## src/rtl/boot_map_pkg.sv

```systemverilog
package boot_map_pkg;

    localparam int ADDR_W  = 32;
    localparam int NUM_SLV = 4;
    localparam int NUM_RGN = 5;

    typedef enum logic [1:0] {
        SLV_INT_NVM = 2'd0,
        SLV_EXT_NVM = 2'd1,
        SLV_SRAM    = 2'd2,
        SLV_PERIPH  = 2'd3
    } slave_e;

    // Region index 0 is the boot window; a lower index wins on overlap.
    typedef enum int {
        RGN_BOOT    = 0,
        RGN_INT_NVM = 1,
        RGN_SRAM    = 2,
        RGN_EXT_NVM = 3,
        RGN_PERIPH  = 4
    } region_e;

    typedef struct packed {
        logic [ADDR_W-1:0] base;
        logic [ADDR_W-1:0] mask;   // size - 1, power-of-two aligned
        slave_e            slave;  // ignored for the boot window
    } region_t;

    typedef struct packed {
        logic remapped;
        logic boot_ext;
    } boot_state_t;

    function automatic region_t region_desc(input int idx);
        region_t d;
        case (idx)
            RGN_BOOT:    d = '{base: 32'h0000_0000, mask: 32'h000F_FFFF, slave: SLV_INT_NVM};
            RGN_INT_NVM: d = '{base: 32'h0010_0000, mask: 32'h000F_FFFF, slave: SLV_INT_NVM};
            RGN_SRAM:    d = '{base: 32'h0020_0000, mask: 32'h000F_FFFF, slave: SLV_SRAM};
            RGN_EXT_NVM: d = '{base: 32'h1000_0000, mask: 32'h0FFF_FFFF, slave: SLV_EXT_NVM};
            default:     d = '{base: 32'hF000_0000, mask: 32'h0FFF_FFFF, slave: SLV_PERIPH};
        endcase
        return d;
    endfunction

    function automatic slave_e boot_target(input boot_state_t st);
        if (st.remapped)
            return SLV_SRAM;
        else if (st.boot_ext)
            return SLV_EXT_NVM;
        else
            return SLV_INT_NVM;
    endfunction

    function automatic logic [NUM_SLV-1:0] slave_onehot(input slave_e s);
        logic [NUM_SLV-1:0] v;
        v = '0;
        v[s] = 1'b1;
        return v;
    endfunction

endpackage

```

## src/rtl/boot_mode_latch.sv

```systemverilog
module boot_mode_latch
    import boot_map_pkg::*;
(
    input  logic        clk,
    input  logic        rst,
    input  logic        boot_pin,
    input  logic        remap_req,
    output boot_state_t boot_st
);

    always_ff @(posedge clk) begin
        if (rst) begin
            boot_st.boot_ext <= boot_pin;
            boot_st.remapped <= 1'b0;
        end else if (remap_req) begin
            boot_st.remapped <= 1'b1;
        end
    end

endmodule

```

## src/rtl/boot_region_match.sv

```systemverilog
module boot_region_match #(
    parameter int            AW   = 32,
    parameter logic [AW-1:0] BASE = '0,
    parameter logic [AW-1:0] MASK = '0
) (
    input  logic [AW-1:0] addr,
    output logic          hit
);

    localparam logic [AW-1:0] KEEP = ~MASK;

    assign hit = ((addr & KEEP) == BASE);

endmodule

```

## src/rtl/boot_slave_route.sv

```systemverilog
module boot_slave_route
    import boot_map_pkg::*;
#(
    parameter int NRGN = NUM_RGN,
    parameter int NSLV = NUM_SLV
) (
    input  logic            addr_valid,
    input  logic [NRGN-1:0] rgn_hit,
    input  boot_state_t     boot_st,
    output logic [NSLV-1:0] slave_sel,
    output logic            addr_err
);

    slave_e target;
    logic   found;

    always_comb begin
        target = SLV_INT_NVM;
        found  = 1'b0;
        // Walk from the highest index down so the lowest matching index wins.
        for (int i = NRGN - 1; i >= 0; i--) begin
            if (rgn_hit[i]) begin
                found = 1'b1;
                if (i == RGN_BOOT)
                    target = boot_target(boot_st);
                else
                    target = region_desc(i).slave;
            end
        end
    end

    always_comb begin
        slave_sel = '0;
        addr_err  = 1'b0;
        if (addr_valid) begin
            if (found)
                slave_sel = slave_onehot(target);
            else
                addr_err = 1'b1;
        end
    end

endmodule

```

## src/rtl/boot_remap_decoder.sv

```systemverilog
module boot_remap_decoder
    import boot_map_pkg::*;
(
    input  logic               clk,
    input  logic               rst,
    input  logic               boot_pin,
    input  logic               remap_req,
    input  logic               addr_valid,
    input  logic [ADDR_W-1:0]  addr,
    output logic [NUM_SLV-1:0] slave_sel,
    output logic               addr_err
);

    boot_state_t        boot_st;
    logic [NUM_RGN-1:0] rgn_hit;

    boot_mode_latch u_state (
        .clk       (clk),
        .rst       (rst),
        .boot_pin  (boot_pin),
        .remap_req (remap_req),
        .boot_st   (boot_st)
    );

    for (genvar g = 0; g < NUM_RGN; g++) begin : g_rgn
        localparam region_t DESC = region_desc(g);
        boot_region_match #(
            .AW   (ADDR_W),
            .BASE (DESC.base),
            .MASK (DESC.mask)
        ) u_match (
            .addr (addr),
            .hit  (rgn_hit[g])
        );
    end

    boot_slave_route #(
        .NRGN (NUM_RGN),
        .NSLV (NUM_SLV)
    ) u_route (
        .addr_valid (addr_valid),
        .rgn_hit    (rgn_hit),
        .boot_st    (boot_st),
        .slave_sel  (slave_sel),
        .addr_err   (addr_err)
    );

endmodule

```

## config.mk

```make
export PLATFORM = sky130hd
export DESIGN_NAME = boot_remap_decoder
export DESIGN_NICKNAME = d
export VERILOG_FILES = /design/src/rtl/boot_map_pkg.sv /design/src/rtl/boot_mode_latch.sv /design/src/rtl/boot_region_match.sv /design/src/rtl/boot_slave_route.sv /design/src/rtl/boot_remap_decoder.sv
export SDC_FILE = /design/constraint.sdc
export NUM_CORES = 1
export LEC_CHECK = 0
export BUFFER_PORTS_ARGS = -buffer_cell sky130_fd_sc_hd__buf_2
export CORE_AREA = 2 2 39 41
export DETAILED_ROUTE_END_ITERATION = 12
export DIE_AREA = 0 0 41 43
export PLACE_DENSITY = 0.54
export REMOVE_ABC_BUFFERS = 1
export SLEW_MARGIN = 40
export SYNTH_ARGS = -nofsm -noshare
export SYNTH_HDL_FRONTEND = slang
export SYNTH_SLANG_ARGS = --single-unit
```

## constraint.sdc

```tcl
create_clock -name clk -period 1.9 [get_ports clk]
set_input_delay 0.19 -clock clk [delete_from_list [all_inputs] [get_ports clk]]
set_output_delay 0.19 -clock clk [all_outputs]
set_load 0.05 [all_outputs]
```

==> reports/results.ini <==
[yosys]
yosys.area.top_type=edfxtp_1
syn-mean-instance-area_um2=8.20
ys_seq_area_frac=0.226
ys.flop_type=edfxtp_1
synth_cell_types=17
yosys_warnings=0
synth_seq_cells=2
synthCells=27
synth_area_leaders=edfxtp_1, nor4b_2, dfxtp_1
synth_top_area_frac=0.136
synth.cell_area_um2=221
async_flop_share=0
synth.most_common_cell=nor2_1
synth-edff-count=1
netlist_top_cells_count=nor2_1, nor3_1

[power]
power.internal_mw=0.148
p_per_area_nw_per_um2=539
p_clk_frac=0.512
swShare=0.275
p_total_mw=0.205
p_switching_mw=0.0565
ir_drop_uv=261
cellLeakagePower_nw=0.192
seqPwrFrac=0.246
comb_power_share=0.243

[sta]
setup_viol=0
tightest_slew_ps=310
maxSlewViolCount=0
timing.final.crit_share=0.924
skew_ps=0
hold_violations=0
fin_crit_ps=1760
rsz0062_at_grt=no
fmax_mhz=570
max_slew_margin=0.793

[detailed_routing]
post_drt_wl_per_cell_um=8.46
dr.first_iter.drc_count=1
post-route-drc-count=0
first_pass_iters=2
postRouteAntennaNets=0
num_vias=313
wl_um=584
via_per_inst=4.54

[worst_setup_path]
cp_max_fo=4
r2r_slack_ps=1360
max_stage_delay_ps=380
arrival_ps=1570
endpoint_kind=output pin
cp.required_ps=1710
path_buf_inv=2
cpMaxStageDelayCell=or3_1
critPathKind=primary input to output pin
worstPathCellList=buf_2, or3_1, a21boi_2, a21oi_1, nor4b_2, buf_2
crit_path_frequent_cell=buf_2
crit_family=simple AND/OR/NAND/NOR gates
r2r-start=u_state.boot_st[1]
timing.rr.end=u_state.boot_st[1]
cp-start-kind=primary input
reg2reg_depth=2

[finish]
nets=91
n_antenna_cell=0
drive_gt1_frac=0.585
top_register=u_state.boot_st
final_core_util=0.275
fin_area_um2=380
reg.largest.list=u_state.boot_st: 2 flops
syn2layout_area_growth_pct=71.8
largest_register_ffs=2

[grt]
grt_remaining_overflow=0
antenna_found_initial=0
grt_max_degree=5
track_usage=0.0793
grt_pass1_vias=263
grt_pass1_wl_um=910

[clock_tree]
post_cts_resized=0
clockBufferDepth=2
cts_sinks=2
insertion_delay_ps=220
cts_hold_buf=0
path_clk_slew_ps=40
numCtsBuffers=3
htree_levels=1
post_cts_buffers=0
cts_root_buffer=clkbuf_4
cts_tree=done

[floorplan]
rows=14
fp.dieH_um=43
core_region_area_um2=1380
fp.dieW_um=41
ios=42
die_area_um2=1760
start_util=0.160

[worst_hold_path]
hp-class=primary input to flip-flop
hold_depth=1
min_to=u_state.boot_st[0]
hold_start=boot_pin

[placed_design]
place_hpwl_um=498
placed_area_um2=354
gp_congestion=0.656
numPortBuffers=21

[status]
outcome=finished, final reports clean

[job]
drv_cap=0

routing by layer:
metal	track usage	wire length, µm
met1	0.0772	243
met2	0.125	295
met3	0.0314	45
met4	0.0600	0
met5	0	0
power groups by stage:
stage / logic, mW / registers (mW) / clock network [mW]
2_1_floorplan: 0.0246 / 0.0505 / 0
3_3_place_gp: 0.0495 / 0.0511 / 0
3_5_place_dp: 0.0502 / 0.0510 / 0
4_1_cts: 0.0504 / 0.0505 / 0.110
5_1_grt: 0.0553 / 0.0508 / 0.119
6_report: 0.0497 / 0.0504 / 0.105
how the worst max path moves through the flow:
| stage | start | end | cells after the start |
|---|---|---|---|
| global placement | addr[29] | slave_sel[1] | 6 |
| finish | addr[29] | slave_sel[1] | 6 |
| detailed placement | addr[29] | slave_sel[1] | 6 |
| CTS | addr[29] | slave_sel[1] | 6 |
| floorplan | addr[29] | slave_sel[0] | 4 |
| global route | addr[28] | slave_sel[1] | 6 |
per-stage QoR:
stage | instances | TNS [ps] | setup WS, ps | hold WS, ps
after floorplan | 27 | -816 | -611 | 262
after global placement | 65 | 0 | 127 | 369
after detailed placement | 65 | 0 | 136 | 371
after CTS | 69 | 0 | 131 | 130
after global routing | 69 | 0 | 38.5 | 120
final | 69 | 0 | 145 | 137
cells by family after synthesis:
family / Yosys count / synth area share
DFF: 2 / 0.226
AOI/OAI and AO/OA: 6 / 0.254
and+or+nand+nor: 17 / 0.486
buffers and inverters: 2 / 0.0339
cells in the final DEF, fill, tap and decap left out, drive strengths merged, types with 2 or more instances in the layout:
| cell | count |
|---|---|
| buf | 22 |
| nor2 | 5 |
| clkbuf | 4 |
| nor3 | 3 |
| inv | 2 |
| a21oi | 2 |
| nand4 | 2 |
| nor4b | 2 |
cell type report:
| cell class | instances | area [µm²] |
|---|---|---|
| Tap cell | 16 | 20.0 |
| Sequential cell | 2 | 50.0 |
| Inverter | 2 | 7.51 |
| Timing Repair Buffer | 22 | 113 |
| Multi-Input combinational cell | 23 | 164 |
| Clock buffer | 4 | 26.3 |
| Fill cell | 158 | 1000 |
No activity file was read; power rests on OpenSTA's default activity.
